--- config.mk ---
export PLATFORM = sky130hd
export DESIGN_NAME = wake_sequencer
export DESIGN_NICKNAME = d
export VERILOG_FILES = /design/src/rtl/wake_sequencer.sv
export SDC_FILE = /design/constraint.sdc
export NUM_CORES = 1
export LEC_CHECK = 0
export ABC_AREA = 1
export BUFFER_PORTS_ARGS = -buffer_cell sky130_fd_sc_hd__buf_2
export CORE_AREA = 2 2 39 41
export CTS_CLUSTER_SIZE = 40
export DETAILED_ROUTE_END_ITERATION = 7
export DIE_AREA = 0 0 41 43
export MAX_ROUTING_LAYER = met4
export PLACE_DENSITY = 0.7
export SLEW_MARGIN = 20
export SYNTH_ARGS = -nofsm -noshare
export SYNTH_HDL_FRONTEND = slang
export SYNTH_SLANG_ARGS = --single-unit
--- constraint.sdc ---
create_clock -name clk -period 2 [get_ports clk]
set_clock_uncertainty 0.2 [all_clocks]
set_input_delay 0.4 -clock clk [delete_from_list [all_inputs] [get_ports clk]]
set_output_delay 0.4 -clock clk [all_outputs]
set_load 0.02 [all_outputs]
--- src/rtl/wake_sequencer.sv ---
module wake_sequencer #(
  parameter int PHASE_CYCLES = 8,
  parameter int RAM_PORTS    = 4
) (
  input  logic                 clk,
  input  logic                 rst_n,
  input  logic                 cfg_done,
  input  logic                 clear_req,
  input  logic                 done_pin_in,
  output logic                 done_release,
  input  logic [RAM_PORTS-1:0] ram_we_in,
  output logic [RAM_PORTS-1:0] ram_we_out,
  output logic                 gout_en,
  output logic                 gwr_dis,
  output logic                 gsr,
  output logic                 user_mode
);
  localparam int CW = $clog2(PHASE_CYCLES) + 1;

  typedef enum logic [2:0] {ST_CFG, ST_PH1, ST_PH2, ST_PH3, ST_USER} wake_st_t;

  wake_st_t      st, st_nx;
  logic [CW-1:0] cnt;
  logic          pin_s1, pin_s2;
  logic          last;

  assign last = (cnt == CW'(PHASE_CYCLES - 1));

  always_comb begin
    st_nx = st;
    if (clear_req) st_nx = ST_CFG;
    else begin
      case (st)
        ST_CFG: if (cfg_done)         st_nx = ST_PH1;
        ST_PH1: if (last)             st_nx = ST_PH2;
        ST_PH2: if (last)             st_nx = ST_PH3;
        ST_PH3: if (last && pin_s2)   st_nx = ST_USER;
        default: ;
      endcase
    end
  end

  always_ff @(posedge clk or negedge rst_n) begin
    if (!rst_n) begin
      st     <= ST_CFG;
      cnt    <= '0;
      pin_s1 <= 1'b0;
      pin_s2 <= 1'b0;
    end else begin
      pin_s1 <= done_pin_in;
      pin_s2 <= pin_s1;
      st     <= st_nx;
      if (st_nx != st) cnt <= '0;
      else if (!last)  cnt <= cnt + 1'b1;
    end
  end

  assign gout_en      = (st != ST_CFG);
  assign gwr_dis      = (st == ST_PH1);
  assign gsr          = (st == ST_CFG) || (st == ST_PH1);
  assign done_release = (st == ST_PH3) || (st == ST_USER);
  assign user_mode    = (st == ST_USER);
  assign ram_we_out   = ram_we_in & ~{RAM_PORTS{gwr_dis}};

  assert_oe_under_reset_R3: assert property (@(posedge clk) disable iff (!rst_n)
    $rose(gout_en) |-> gsr && gwr_dis);

  assert_gsr_release_R4: assert property (@(posedge clk) disable iff (!rst_n)
    $fell(gsr) |-> gout_en && !gwr_dis && $past(gwr_dis));

  assert_user_needs_pin_R7: assert property (@(posedge clk) disable iff (!rst_n)
    $rose(user_mode) |-> $past(pin_s2) && done_release);

  assert_user_controls_R8: assert property (@(posedge clk) disable iff (!rst_n)
    user_mode |-> gout_en && !gsr && !gwr_dis && done_release);

  assert_clear_R9: assert property (@(posedge clk) disable iff (!rst_n)
    clear_req |=> gsr && !gout_en && !done_release && !user_mode);
endmodule

== Word-level counts from Yosys, hierarchy flattened ==
Cells that the tools add are included.
W data, S select, Z words.

* Word-level logic and storage cells: 27
* Flip-flop bits (word level): 9

* Bitwise gates (word level): 2
* Mux-type cells: 8
* Equality and inequality tests: 7
* $add $sub $neg: 1
* Reduce and logical (&&, ||, !) cells: 5

{| class="wikitable"
|+ Operators by type and width
! operator !! count
|-
| $mux W3 || 5
|-
| $pmux W3 S4 || 1
|-
| $mux W4 || 2
|-
| $eq A3 B2 Y1 const B || 2
|-
| $add A4 B1 Y4 const B || 1
|-
| $and A4 B4 Y4 || 1
|-
| $eq A4 B3 Y1 const B || 1
|-
| $not A4 Y4 || 1
|-
| $eq A3 B1 Y1 const B || 1
|-
| $eq A3 B3 Y1 const B || 1
|-
| $logic_not A3 Y1 || 1
|-
| $ne A3 B3 Y1 || 1
|-
| $reduce_bool A3 Y1 || 1
|-
| $logic_or A1 B1 Y1 || 2
|-
| $ne A2 B1 Y1 const B || 1
|-
| $logic_and A1 B1 Y1 || 1
|}

== Depth between registers and ports, before layout ==
* Depth in word-level cells: 7
* Mapped depth: 11

== Least setup slack after synthesis ==
No wires, ideal clock.

* Path kind: reg2out
* From: register st[1]
* To: output port done_release
* Stages on the path, launching flop included: 3
* Setup slack: 111 ps
* Arrival: 1289 ps
* Required time: 1400 ps
* Cell sequence: dfrtp_1 -> nor3_1 -> or2_1

* Cells in the longest elaborated chain, start to end: 2

{| class="wikitable"
|+ Ends and longest elaborated chain
! what !! RTL line !! source
|-
| start: declaration || 22 || <nowiki>wake_st_t st, st_nx;</nowiki>
|-
| start signal: assignment || 52 || <nowiki>st <= st_nx;</nowiki>
|-
| $eq A3 B3 Y1 || - ||
|-
| net user_mode || 16 || <nowiki>output logic user_mode</nowiki>
|-
| $logic_or A1 B1 Y1 || 61 || <nowiki>assign done_release = (st == ST_PH3) || (st == ST_USER);</nowiki>
|-
| end: declaration || 10 || <nowiki>output logic done_release,</nowiki>
|}

The timed path passes the listed nets, and every way through them passes these cells.

== Final worst setup path ==
* From: register st[2]
* To: output port done_release

* Cells in the longest elaborated chain, start to end: 2

{| class="wikitable"
|+ Ends and longest elaborated chain
! what !! RTL line
|-
| $eq A3 B2 Y1 / $eq A3 B3 Y1 (equally long branches) || 61
|-
| $logic_or A1 B1 Y1 (*) || 61
|}

Every way passes the cells marked *; elsewhere a longest branch is shown, timed or not.

==> flow_metrics.tcl <==
set metrics [dict create \
    syn_area_per_cell_um2 7.30 \
    drt_iter0_drc 6 \
    coreArea_um2 1380 \
    gp_congestion 0.840 \
    yosys_warnings 0 \
    worstMarginPinSlew_ps 242 \
    num_io_pins 18 \
    run_status "complete, no violations" \
    layout-drive-gt1-share_pct 37.0 \
    reg2reg_to "cnt[1]" \
    grt_pass1_wl_mm 1.70 \
    drtPass1Iterations 4 \
    fmaxAchievable_mhz 532 \
    io_buffers 17 \
    netlist_area_um2 562 \
    vias_per_cell 4.68 \
    fin_crit_sh_pct 94.0 \
    synth-compound-area-share_pct 4.45 \
    period_needed_ps 1880 \
    avgRoutedWirePerCell_um 8.84 \
    diodes 0 \
    setup_viol 0 \
    grt_remaining_overflow 0 \
    dp.cells 110 \
    first_global_vias 425 \
    final_cell_mix "17 x buf_2, 15 x nor2_1, 12 x nand2_1, 10 x inv_1, 8 x dfrtp_1" \
    maxCapViolCount 0 \
    die_w_um 41 \
    start_util_pct 40.6 \
    numCtsBuffers 3 \
    yosys_register_bits 9 \
    drc 0 \
    start_kind "flop" \
    ir_worst_vdd_uv 439 \
    timing.setup.tns_ps 0 \
    min_path_cells 1 \
    rsz0062_at_grt "no" \
    hpwl_um 877 \
    power_leakage_nw 0.411 \
    synth_cells 77 \
    synth_cell_types 18 \
    min_from "done_pin_in" \
    max_slew_margin_pct 83.8 \
    holdCritPathClass "primary input to flop" \
    synth_nets 87 \
    worstPathMaxFanout 6 \
    antenna_found_initial 0 \
    worst_skew_pair.late_latency_ps 250 \
    vias 543 \
    final_common_cell "buf_2" \
    die_h_um 43 \
    hold_end "pin_s1" \
    final_cells 116 \
    path_clk_slew_ps 50 \
    final_nets 111 \
    critical_path_class "flop to output port" \
    end_kind "output port" \
    r2r_cells 11 \
    area_growth_pct 27.2 \
    clkSinkCount 9 \
    synthAdderAreaFrac_pct 2.23 \
    htreeDepth 1 \
    yosys.area_share.simple_pct 41.0 \
    synth_xor_area_share_pct 1.56 \
    worst_hold_slack_ps 57.3 \
    grtUsageTotal_pct 15.2 \
    synth_top_family_by_area "simple AND/OR/NAND/NOR gates" \
    ys_seq_area_share_pct 40.1 \
    crit_arrival_ps 1280 \
    clk_path_buf_depth 2 \
    die-area_um2 1760 \
    grt_max_degree 10 \
    drv_slew 0 \
    p_per_area_nw_per_um2 714 \
    rows 14 \
    ant_nets 0 \
    cts_tree "built" \
    finalHoldViolations 0 \
    reg2reg_slack_ps 190 \
    muxShareOfSynthArea_pct 2.00 \
    worstPathRequired_ps 1400 \
    rr_startpoint "cnt[0]" \
    root_buffer "clkbuf_4" \
    totalWireLength_mm 1.03 \
]
## report_power, final
part	leakage, nW	switching, mW	internal (mW)
sequential	0.115	0.0272	0.210
combinational	0.281	0.0814	0.0636
clock	0.0150	0.0524	0.0762
## per-stage QoR
step | utilization [%] | setup slack [ps] | cell area (µm²) | power [mW]
6_report | 51.6 | 119 | 714 | 0.510
5_1_grt | 51.6 | 6.91 | 714 | 0.565
4_1_cts | 50.8 | 49.9 | 703 | 0.519
3_5_place_dp | 48.2 | 184 | 667 | 0.384
3_3_place_gp | 48.2 | 269 | 667 | 0.379
2_1_floorplan | - | 111 | 562 | 0.339
## worst max-delay path, stage by stage (launching register included)
cell and delay (ps):
dfrtp_2 450, inv_2 90, nand2_2 80, nor2_1 140, or2_1 120, buf_2 150
## registers in the layout, summed over array words and instances, names as in the netlist
name	cells
cnt	4
pin_s1	1
pin_s2	1
st	3
## layout make-up
type,instances,area [µm²]
Inverter,13,48.8
Tap cell,16,20.0
Timing Repair Buffer,19,103
Clock buffer,4,26.3
Multi-Input combinational cell,55,290
Fill cell,137,669
Sequential cell,9,226
## timing repair
item                                    in CTS  in global routing
endpoints found under the setup margin       0                  2
hold endpoints to repair                     9                  0
gates resized for setup                      0                  2
buffers inserted                             0                  1
hold buffers                                 1                  0
## layer usage
metal | track usage [%] | wire length [µm] | vias up
met5 | - | 0 | -
met4 | 12.0 | 12 | 0
met3 | 3.14 | 57 | 2
met2 | 21.6 | 525 | 15
met1 | 17.7 | 431 | 240
li1 | - | - | 286
## worst max-delay path by stage
stage | cells after the start | startpoint | end
finish | 5 | st[2] | done_release
global route | 11 | cnt[0] | cnt[1]
CTS | 5 | st[2] | done_release
detailed placement | 11 | cnt[0] | cnt[1]
global placement | 11 | cnt[0] | cnt[1]
floorplan | 2 | st[1] | done_release
## cells in the mapped netlist (all sizes together)
cell / number / share of area, %
a21oi: 3 / 2.7
dfrtp: 9 / 40
ha: 1 / 2.2
inv: 13 / 8.7
mux2: 1 / 2.0
nand2: 16 / 12
nand3: 6 / 6.2
nand4: 1 / 1.1
nor2: 20 / 17
nor3: 3 / 2.7
o21ai: 2 / 1.8
or2: 1 / 1.1
xor2: 1 / 1.6
## logic make-up (layout without fill, tap and decap cells)
group / after synthesis / in the layout
and+or+nand+nor: 47 / 47
buffers and inverters: 13 / 36
DFF: 9 / 9
AOI/OAI and AO/OA: 5 / 5
adders and majority gates: 1 / 1
xor gates and xnor gates: 1 / 1
muxes: 1 / 1
No activity file was read; power rests on OpenSTA's default activity.
